<file path="src/rtl/wma_pkg.sv">
package wma_pkg;
   typedef enum logic {
      MODE_SEG = 1'b0,
      MODE_RAW = 1'b1
   } addr_mode_e;

   typedef struct packed {
      logic fwd;
      logic err;
   } req_fate_t;
endpackage

</file>
<file path="src/rtl/wma_addr_xlate.sv">
module wma_addr_xlate #(
   parameter int BADDR_W = 24,
   parameter int LANE_SH = 2,
   parameter bit RAW_EN  = 1'b1
) (
   input  logic               mode_raw,
   input  logic [BADDR_W-1:0] addr_in,
   output logic [BADDR_W-1:0] bus_addr,
   output logic               raw_sel,
   output logic               misaligned
);
   import wma_pkg::*;
   localparam int SEG_W = BADDR_W - LANE_SH;

   logic [BADDR_W-1:0] seg_addr;
   assign seg_addr = {addr_in[SEG_W-1:0], {LANE_SH{1'b0}}};

   generate
      if (RAW_EN) begin : g_dual
         addr_mode_e mode;
         assign mode       = addr_mode_e'(mode_raw);
         assign raw_sel    = (mode == MODE_RAW);
         assign misaligned = raw_sel && (|addr_in[LANE_SH-1:0]);
         assign bus_addr   = raw_sel ? addr_in : seg_addr;
      end else begin : g_seg_only
         logic unused_mode;
         logic [LANE_SH-1:0] unused_hi;
         assign unused_mode = mode_raw;
         assign unused_hi   = addr_in[BADDR_W-1 -: LANE_SH];
         assign raw_sel     = 1'b0;
         assign misaligned  = 1'b0;
         assign bus_addr    = seg_addr;
      end
   endgenerate
endmodule

</file>
<file path="src/rtl/wma_lane_pad.sv">
module wma_lane_pad #(
   parameter int                DATA_W   = 128,
   parameter int                BUS_W    = 32,
   parameter int                LANE_SH  = 2,
   parameter logic [BUS_W-1:0]  PAD_WORD = 32'hDEAD_BEEF
) (
   input  logic               pad_en,
   input  logic [LANE_SH-1:0] last_lane,
   input  logic [DATA_W-1:0]  din,
   output logic [DATA_W-1:0]  dout
);
   localparam int LANES = DATA_W / BUS_W;

   generate
      for (genvar i = 0; i < LANES; i++) begin : g_lane
         localparam logic [LANE_SH:0] IDX = (LANE_SH+1)'(i);
         logic beyond;
         assign beyond = pad_en && (IDX > {1'b0, last_lane});
         assign dout[i*BUS_W +: BUS_W] = beyond ? PAD_WORD : din[i*BUS_W +: BUS_W];
      end
   endgenerate
endmodule

</file>
<file path="src/rtl/wma_cmd_slot.sv">
module wma_cmd_slot #(
   parameter int PAY_W = 153
) (
   input  logic             clk,
   input  logic             rst_n,
   input  logic             load,
   input  logic [PAY_W-1:0] pay_in,
   input  logic             take,
   output logic             full,
   output logic [PAY_W-1:0] pay_out
);
   always_ff @(posedge clk or negedge rst_n) begin
      if (!rst_n) begin
         full    <= 1'b0;
         pay_out <= '0;
      end else if (load) begin
         full    <= 1'b1;
         pay_out <= pay_in;
      end else if (take) begin
         full    <= 1'b0;
      end
   end
endmodule

</file>
<file path="src/rtl/wma_rd_track.sv">
module wma_rd_track #(
   parameter int DATA_W = 128,
   parameter int MAX_RD = 4
) (
   input  logic              clk,
   input  logic              rst_n,
   input  logic              rd_issue,
   input  logic              rd_back,
   input  logic [DATA_W-1:0] rd_data_in,
   output logic              credit_ok,
   output logic              rd_valid_out,
   output logic [DATA_W-1:0] rd_data_out
);
   localparam int CNT_W = $clog2(MAX_RD + 1);
   localparam logic [CNT_W-1:0] LIMIT = CNT_W'(MAX_RD);

   logic [CNT_W-1:0] pend_cnt;

   always_ff @(posedge clk or negedge rst_n) begin
      if (!rst_n) begin
         pend_cnt <= '0;
      end else begin
         case ({rd_issue, rd_back})
            2'b10:   pend_cnt <= pend_cnt + 1'b1;
            2'b01:   pend_cnt <= pend_cnt - 1'b1;
            default: pend_cnt <= pend_cnt;
         endcase
      end
   end

   assign credit_ok = (pend_cnt < LIMIT);

   always_ff @(posedge clk or negedge rst_n) begin
      if (!rst_n) begin
         rd_valid_out <= 1'b0;
         rd_data_out  <= '0;
      end else begin
         rd_valid_out <= rd_back;
         if (rd_back) rd_data_out <= rd_data_in;
      end
   end
endmodule

</file>
<file path="src/rtl/wseg_mem_adapter.sv">
module wseg_mem_adapter #(
   parameter int               DATA_W   = 128,
   parameter int               BUS_W    = 32,
   parameter int               BADDR_W  = 24,
   parameter int               MAX_RD   = 4,
   parameter bit               RAW_EN   = 1'b1,
   parameter logic [BUS_W-1:0] PAD_WORD = 32'hDEAD_BEEF,
   localparam int              LANES    = DATA_W / BUS_W,
   localparam int              LANE_SH  = $clog2(LANES)
) (
   input  logic               clk,
   input  logic               rst_n,
   input  logic               usr_valid,
   output logic               usr_ready,
   input  logic               usr_write,
   input  logic               usr_raw,
   input  logic [BADDR_W-1:0] usr_addr,
   input  logic [LANE_SH-1:0] usr_wlen,
   input  logic [DATA_W-1:0]  usr_wdata,
   output logic               usr_err,
   output logic               usr_rd_valid,
   output logic [DATA_W-1:0]  usr_rd_data,
   output logic               mc_cmd_valid,
   input  logic               mc_cmd_ready,
   output logic               mc_cmd_write,
   output logic [BADDR_W-1:0] mc_cmd_addr,
   output logic [DATA_W-1:0]  mc_cmd_wdata,
   input  logic               mc_rd_valid,
   input  logic [DATA_W-1:0]  mc_rd_data
);
   import wma_pkg::*;

   localparam int PAY_W = 1 + BADDR_W + DATA_W;

   generate
      if (DATA_W % BUS_W != 0) begin : g_bad_ratio
         $error("DATA_W must be a whole multiple of BUS_W");
      end
      if (LANES < 2 || (1 << LANE_SH) != LANES) begin : g_bad_lanes
         $error("lane count must be a power of two of at least 2");
      end
      if (BADDR_W <= LANE_SH) begin : g_bad_addr
         $error("BADDR_W too narrow for lane shift");
      end
      if (MAX_RD < 1) begin : g_bad_rd
         $error("MAX_RD must be at least 1");
      end
   endgenerate

   logic [BADDR_W-1:0] xl_addr;
   logic               xl_raw;
   logic               xl_mis;

   wma_addr_xlate #(
      .BADDR_W (BADDR_W),
      .LANE_SH (LANE_SH),
      .RAW_EN  (RAW_EN)
   ) u_xlate (
      .mode_raw   (usr_raw),
      .addr_in    (usr_addr),
      .bus_addr   (xl_addr),
      .raw_sel    (xl_raw),
      .misaligned (xl_mis)
   );

   logic [DATA_W-1:0] padded;

   wma_lane_pad #(
      .DATA_W   (DATA_W),
      .BUS_W    (BUS_W),
      .LANE_SH  (LANE_SH),
      .PAD_WORD (PAD_WORD)
   ) u_pad (
      .pad_en    (usr_write && !xl_raw),
      .last_lane (usr_wlen),
      .din       (usr_wdata),
      .dout      (padded)
   );

   logic      accept;
   req_fate_t fate;
   logic      slot_full;
   logic      credit_ok;
   logic [PAY_W-1:0] slot_out;

   assign usr_ready = (!slot_full || mc_cmd_ready) && credit_ok;
   assign accept    = usr_valid && usr_ready;
   assign fate.fwd  = accept && !xl_mis;
   assign fate.err  = accept && xl_mis;

   wma_cmd_slot #(
      .PAY_W (PAY_W)
   ) u_slot (
      .clk     (clk),
      .rst_n   (rst_n),
      .load    (fate.fwd),
      .pay_in  ({usr_write, xl_addr, padded}),
      .take    (mc_cmd_ready),
      .full    (slot_full),
      .pay_out (slot_out)
   );

   assign mc_cmd_valid = slot_full;
   assign {mc_cmd_write, mc_cmd_addr, mc_cmd_wdata} = slot_out;

   wma_rd_track #(
      .DATA_W (DATA_W),
      .MAX_RD (MAX_RD)
   ) u_rd (
      .clk          (clk),
      .rst_n        (rst_n),
      .rd_issue     (fate.fwd && !usr_write),
      .rd_back      (mc_rd_valid),
      .rd_data_in   (mc_rd_data),
      .credit_ok    (credit_ok),
      .rd_valid_out (usr_rd_valid),
      .rd_data_out  (usr_rd_data)
   );

   always_ff @(posedge clk or negedge rst_n) begin
      if (!rst_n) usr_err <= 1'b0;
      else        usr_err <= fate.err;
   end
endmodule

</file>
<file path="config.mk">
export PLATFORM = sky130hd
export DESIGN_NAME = wseg_mem_adapter
export DESIGN_NICKNAME = d
export VERILOG_FILES = /design/src/rtl/wma_pkg.sv /design/src/rtl/wma_addr_xlate.sv /design/src/rtl/wma_lane_pad.sv /design/src/rtl/wma_cmd_slot.sv /design/src/rtl/wma_rd_track.sv /design/src/rtl/wseg_mem_adapter.sv
export SDC_FILE = /design/constraint.sdc
export NUM_CORES = 1
export LEC_CHECK = 0
export BUFFER_PORTS_ARGS = -buffer_cell sky130_fd_sc_hd__buf_4
export CORE_AREA = 2 2 224 226
export DETAILED_ROUTE_END_ITERATION = 8
export DIE_AREA = 0 0 226 228
export GPL_TIMING_DRIVEN = 1
export SYNTH_ARGS = -nofsm -noshare
export SYNTH_HDL_FRONTEND = slang
export SYNTH_SLANG_ARGS = --single-unit
</file>
<file path="constraint.sdc">
create_clock -name clk -period 3.6 [get_ports clk]
set_input_delay 0.18 -clock clk [delete_from_list [all_inputs] [get_ports clk]]
set_output_delay 0.18 -clock clk [all_outputs]
set_load 0.01 [all_outputs]
</file>
# ---- After elaboration in Yosys (flattened, before gate mapping)
# Cells that the tools add are included.
dict set report word_totals {
  wordCells 39
  output_inout_bits 285
  regBits 287
  in_bits 289
}
dict set report op_classes {
  n_lt_le_gt_ge 4
  n_reduce_logical 18
  n_mux 7
  addsub 2
  n_eq_ne 2
}
# operator n
set op_table {}
lappend op_table {{$mux W32} 3}
lappend op_table {{$mux W24} 1}
lappend op_table {{$logic_and A1 B1 Y1} 10}
lappend op_table {{$pmux W3 S2} 1}
lappend op_table {{$gt A2 B2 Y1 const A} 2}
lappend op_table {{$logic_not A1 Y1} 4}
lappend op_table {{$reduce_bool A2 Y1} 2}
lappend op_table {{$add A3 B1 Y3 const B} 1}
lappend op_table {{$lt A3 B3 Y1 const B} 1}
lappend op_table {{$sub A3 B1 Y3 const B} 1}
lappend op_table {{$eq A2 B1 Y1 const B} 1}
lappend op_table {{$eq A2 B2 Y1 const B} 1}
lappend op_table {{$gt A1 B2 Y1 const A} 1}
lappend op_table {{$mux W1} 2}
lappend op_table {{$reduce_or A2 Y1} 1}
lappend op_table {{$logic_or A1 B1 Y1} 1}

# ---- Depth between registers and ports, before layout
dict set report depth {
  depth_word 8
  mapped_depth 12
  mapped_depth_nobuf 8
}

# ---- By module
# Synthesis repeated with hierarchy kept, for this count alone.
dict set report hier_totals {
  hier_cells 789
  hier_area_um2 12349.3
}
# mod seq_area_each_um2 area_each_um2 cells_each instances
set modules_own_cells {}
lappend modules_own_cells {wma_cmd_slot 3853.7 5944.5 326 1}
lappend modules_own_cells {wma_rd_track 3303.2 5013.6 286 1}
lappend modules_own_cells {wma_lane_pad 0.0 915.9 140 1}
lappend modules_own_cells {wma_addr_xlate 0.0 381.6 29 1}
lappend modules_own_cells {wseg_mem_adapter 25.0 93.8 8 1}

# ---- Worst setup path before layout
# No wires, ideal clock.
dict set report synth_path {
  kind {register to register}
  startpoint {reg u_slot.full}
  endpoint {reg u_rd.pend_cnt[2]}
  path_stages_with_launch 12
  arrival_time_ps 2070
  path_slack_ps 1405
  path_cell_list {dfrtp_1 nand2b_1 and4b_1 clkbuf_1 buf_6 buf_6 nand2b_1 ha_1 fa_1 xnor2_1 nor2_1 xor2_1}
}
dict set report synth_between {
  elab_chain_len 8
  word_cells_on_any_way 10
  classes_between {2 x eq/ne; 1 x mux; 7 x reduce/logical}
}
# element line_no
set synth_rtl {}
lappend synth_rtl {{from (decl)} wma_cmd_slot.sv:9} ;# output logic full,
lappend synth_rtl {{from (signal assigned)} wma_cmd_slot.sv:14} ;# full <= 1'b0;
lappend synth_rtl {{from (signal assigned)} wma_cmd_slot.sv:17} ;# full <= 1'b1;
lappend synth_rtl {{from (signal assigned)} wma_cmd_slot.sv:20} ;# full <= 1'b0;
lappend synth_rtl {{$logic_not A1 Y1 (*)} wseg_mem_adapter.sv:86} ;# assign usr_ready = (!slot_full || mc_cmd_ready) && credit_ok;
lappend synth_rtl {{$logic_or A1 B1 Y1 (*)} wseg_mem_adapter.sv:86}
lappend synth_rtl {{$logic_and A1 B1 Y1 (*)} wseg_mem_adapter.sv:86}
lappend synth_rtl {{$logic_and A1 B1 Y1 (*)} wseg_mem_adapter.sv:87} ;# assign accept = usr_valid && usr_ready;
lappend synth_rtl {{$logic_and A1 B1 Y1 (*)} wseg_mem_adapter.sv:88} ;# assign fate.fwd = accept && !xl_mis;
lappend synth_rtl {{$logic_and A1 B1 Y1 (*)} wseg_mem_adapter.sv:112} ;# .rd_issue (fate.fwd && !usr_write),
lappend synth_rtl {{$eq A2 B1 Y1 or $eq A2 B2 Y1 (tied branches)} wma_rd_track.sv:23} ;# case ({rd_issue, rd_back})
lappend synth_rtl {{$pmux W3 S2 or $reduce_bool A2 Y1 (tied branches)} n/a}
lappend synth_rtl {{to (signal assigned)} wma_rd_track.sv:24} ;# 2'b10: pend_cnt <= pend_cnt + 1'b1;
lappend synth_rtl {{to (signal assigned)} wma_rd_track.sv:25} ;# 2'b01: pend_cnt <= pend_cnt - 1'b1;
lappend synth_rtl {{to (signal assigned)} wma_rd_track.sv:26} ;# default: pend_cnt <= pend_cnt;
lappend synth_rtl {{to (decl)} wma_rd_track.sv:17} ;# logic [CNT_W-1:0] pend_cnt;
# Every way passes the cells marked *; elsewhere a longest branch is shown, timed or not.
# A chain may end at the register's enable or synchronous reset.

# ---- Final worst setup path
dict set report layout_path {
  startpoint {in usr_addr[1]}
  endpoint {reg u_slot.pay_out[5]}
}
dict set report layout_between {
  elab_chain_len 4
}
# element line_no
set layout_rtl {}
lappend layout_rtl {{from (decl)} wseg_mem_adapter.sv:17} ;# input logic [BADDR_W-1:0] usr_addr,
lappend layout_rtl {{$reduce_or A2 Y1} wma_addr_xlate.sv:23} ;# assign misaligned = raw_sel && (|addr_in[LANE_SH-1:0]);
lappend layout_rtl {{$logic_and A1 B1 Y1} wma_addr_xlate.sv:23}
lappend layout_rtl {{$logic_not A1 Y1} wseg_mem_adapter.sv:88}
lappend layout_rtl {{$logic_and A1 B1 Y1} wseg_mem_adapter.sv:88}
lappend layout_rtl {{to (signal assigned)} wma_cmd_slot.sv:18} ;# pay_out <= pay_in;
lappend layout_rtl {{to (decl)} wma_cmd_slot.sv:10} ;# output logic [PAY_W-1:0] pay_out
# No other way between the ends.

==> flow_summary.json <==
{
  "cts_num_sinks": 287,
  "layout.cells.most_common_list": "578 x sky130_fd_sc_hd__buf_4, 288 x sky130_fd_sc_hd__dlygate4sd3_1, 287 x sky130_fd_sc_hd__dfrtp_1, 156 x sky130_fd_sc_hd__mux2_2, 74 x sky130_fd_sc_hd__mux2_4",
  "ant_nets": 0,
  "leakage_nw": 9.92,
  "drcViolationCount": 0,
  "worstPathRequired_ps": 4040,
  "critical-path-slowest-cell": "sky130_fd_sc_hd__buf_4",
  "drt-total-wl_mm": 39.1,
  "fillerInstances": 4503,
  "preCtsSetupSlack_ps": 1300,
  "synth_seq_cells": 287,
  "wire_length_of_the_first_global_routing_pass_mm": 60.1,
  "setup_repair_after_global_routing_missed_its_margin": "false",
  "ir_drop_mv": 0.453,
  "cell_chain_of_the_critical_path": "dlygate4sd3_1 > buf_4 > o21ai_2 > and4b_4 > buf_4 > mux2_4",
  "cts_htree_levels": 1,
  "place.port_buffers": 573,
  "number_of_buffers_inserted_to_repair_setup_after_cts": 0,
  "routedWlPerCell_um": 16.5,
  "synth.net_count": 1116,
  "warnings_synthesis": 0,
  "layout_commonest_cell": "sky130_fd_sc_hd__buf_4",
  "nature_of_the_critical_path_startpoint": "primary input",
  "grt_pass1_vias": 10700,
  "run_status": "completed",
  "floorplan.die.width_um": 226,
  "drv.max_cap_violation_count": 0,
  "top_level_ports": 574,
  "chipHeight_um": 228,
  "nets": 1974,
  "share_of_layout_cells_above_drive_strength_1": 0.511,
  "worst_slew_margin_rel": 0.180,
  "setup.worst_path.end_class": "flip-flop",
  "skew_ps": 10.5,
  "rows": 82,
  "setup_slack_ps": 1330,
  "floorplan.die_area_um2": 51500,
  "insertedDiodeCount": 0,
  "synth_top_area_share": 0.600,
  "core_area_um2": 49300,
  "yosys.area.top_type": "sky130_fd_sc_hd__dfrtp_1",
  "utilization": 0.423,
  "max_stage_delay_ps": 830,
  "netlist-cell-type-count": 26,
  "power-per-cell-area_nw_per_um2": 609,
  "maxClockFrequency_ghz": 0.441,
  "worstMarginPinSlew_ps": 1230,
  "clock_latency_late_sink_ps": 570,
  "initial_drc_count": 325,
  "cts_max_path_buffers": 3,
  "count_of_final_hold_check_violations": 0,
  "setup.worst_path.class": "primary input to flip-flop",
  "clk_pin_slew_worst_paths_ps": 60,
  "routabilityCongestion": 0.783,
  "maxSlewViolCount": 0,
  "number_of_failing_setup_endpoints_in_the_final_timing_report": 0,
  "cp_common_cell": "sky130_fd_sc_hd__buf_4",
  "grt_antenna_before_repair": 0,
  "cell_area_synth_um2": 12000,
  "cp_data_arrival_time_ps": 2710,
  "initial_core_util": 0.243,
  "grt_max_degree": 130,
  "post-dp-hpwl_mm": 26.3,
  "groute.usage.overall": 0.147,
  "netlist_instances": 825,
  "worst_hold_path_type": "primary input to flip-flop",
  "gr-total-overflow": 0,
  "tritoncts_clock_tree": "built",
  "post_synth.cell_area_avg_um2": 14.5,
  "post_synth_main_area_contributors": "sky130_fd_sc_hd__dfrtp_1 60%, sky130_fd_sc_hd__mux2_2 15%, sky130_fd_sc_hd__mux2_4 9.3%, sky130_fd_sc_hd__mux2i_1 6.0%, sky130_fd_sc_hd__inv_1 2.3%",
  "routed-via-count": 9652,
  "routed_via_density": 4.06,
  "final.hold.worst_slack_ps": 24.5,
  "root_buffer": "sky130_fd_sc_hd__clkbuf_16",
  "synth_seq_area_share": 0.600,
  "dr.pass1.iters": 6,
  "finalWorstPathRequiredPeriod_ps": 2270,
  "area_delta_synth_final_pct": 74.3,
  "timing.critical_path.fanout_max": 61,
  "fin_crit_sh": 0.630,
  "setup_tns_ps": 0,
  "numCtsBuffers": 31
}
-- synth_stat cells, drive strengths merged --
cell / n
dfrtp: 287
mux2: 230
inv: 73
mux2i: 72
nor2: 50
buf: 37
a21oi: 25
nor2b: 19
clkbuf: 10
a21boi: 8
nand2b: 2
xnor2: 2
a21o: 1
and4b: 1
fa: 1
ha: 1
nand2: 1
nand3b: 1
nor3b: 1
nor4b: 1
o21ai: 1
xor2: 1
-- state kept, by name (all words and copies together) (netlist names) --
| register | cells |
|---|---|
| u_rd.pend_cnt | 3 |
| u_rd.rd_data_out | 128 |
| u_rd.rd_valid_out | 1 |
| u_slot.full | 1 |
| u_slot.pay_out | 153 |
| usr_err | 1 |
-- timing repair --
item,CTS,global route
endpoints found under the hold margin,365,0
resized for setup,0,0
hold buffers,288,0
-- path summary, 6_finish.rpt --
check,from,to,slack (ps),cells past startpoint
worst max register to register,u_rd.pend_cnt[2],u_slot.pay_out[5],1400,3
min in group asynchronous,rst_n,u_rd.rd_data_out[27],250,2
max in group asynchronous,rst_n,u_rd.rd_data_out[117],2480,3
worst min register to register,u_rd.rd_data_out[12],u_rd.rd_data_out[12],510,1
worst max-delay path,usr_addr[1],u_slot.pay_out[5],1330,6
worst min-delay path,usr_addr[0],usr_err,20,3
-- through the flow --
step / total power, mW / std cells / area (um2)
after floorplan: 6.89 / 825 / 12000
after global placement: 9.23 / 2034 / 17000
after detailed placement: 9.31 / 2034 / 17000
after CTS: 12.8 / 2375 / 20900
after global routing: 13.4 / 2375 / 20900
final: 12.7 / 2375 / 20900
-- worst max-delay path: cells and delay by family --
kind,cells,cell delay [ps]
buffers and inverters,3,1520
muxes,1,360
and+or+nand+nor,1,300
AOI/OAI and AO/OA,1,240
-- final cells by class --
type                            instances  area, um2  share of cell area
Clock buffer                           40        880              0.0421
Clock inverter                         13        130             0.00623
Timing Repair Buffer                  872       7340               0.351
Inverter                               73        274              0.0131
Multi-Input combinational cell        418       4240               0.203
Sequential cell                       287       7180               0.344
Tap cell                              672        841              0.0403
-- routing by layer --
| metal | global-route usage | routed length, um | vias up |
|---|---|---|---|
| met4 | 0.0478 | 1080 | 0 |
| li1 | - | - | 4479 |
| met3 | 0.0352 | 2920 | 61 |
| met2 | 0.270 | 20200 | 379 |
| met5 | 0 | 0 | - |
| met1 | 0.165 | 14900 | 4733 |
-- report_power, final --
group	total (mW)	internal (mW)	switching, mW	leakage (nW)
clock network	3.18	1.85	1.33	0.496
registers	4.90	4.25	0.648	3.34
logic	4.63	2.73	1.90	6.09
-- cell families after synthesis --
| kind of cell | count (synthesis) | synth area share |
|---|---|---|
| mux | 302 | 0.300 |
| flops | 287 | 0.600 |
| buf+inv | 120 | 0.0476 |
| simple gates | 76 | 0.0314 |
| compound gates | 35 | 0.0168 |
| xor+xnor | 3 | 0.00219 |
| fa+ha+maj | 2 | 0.00272 |
Note: power is estimated with default switching activity, not from simulation.
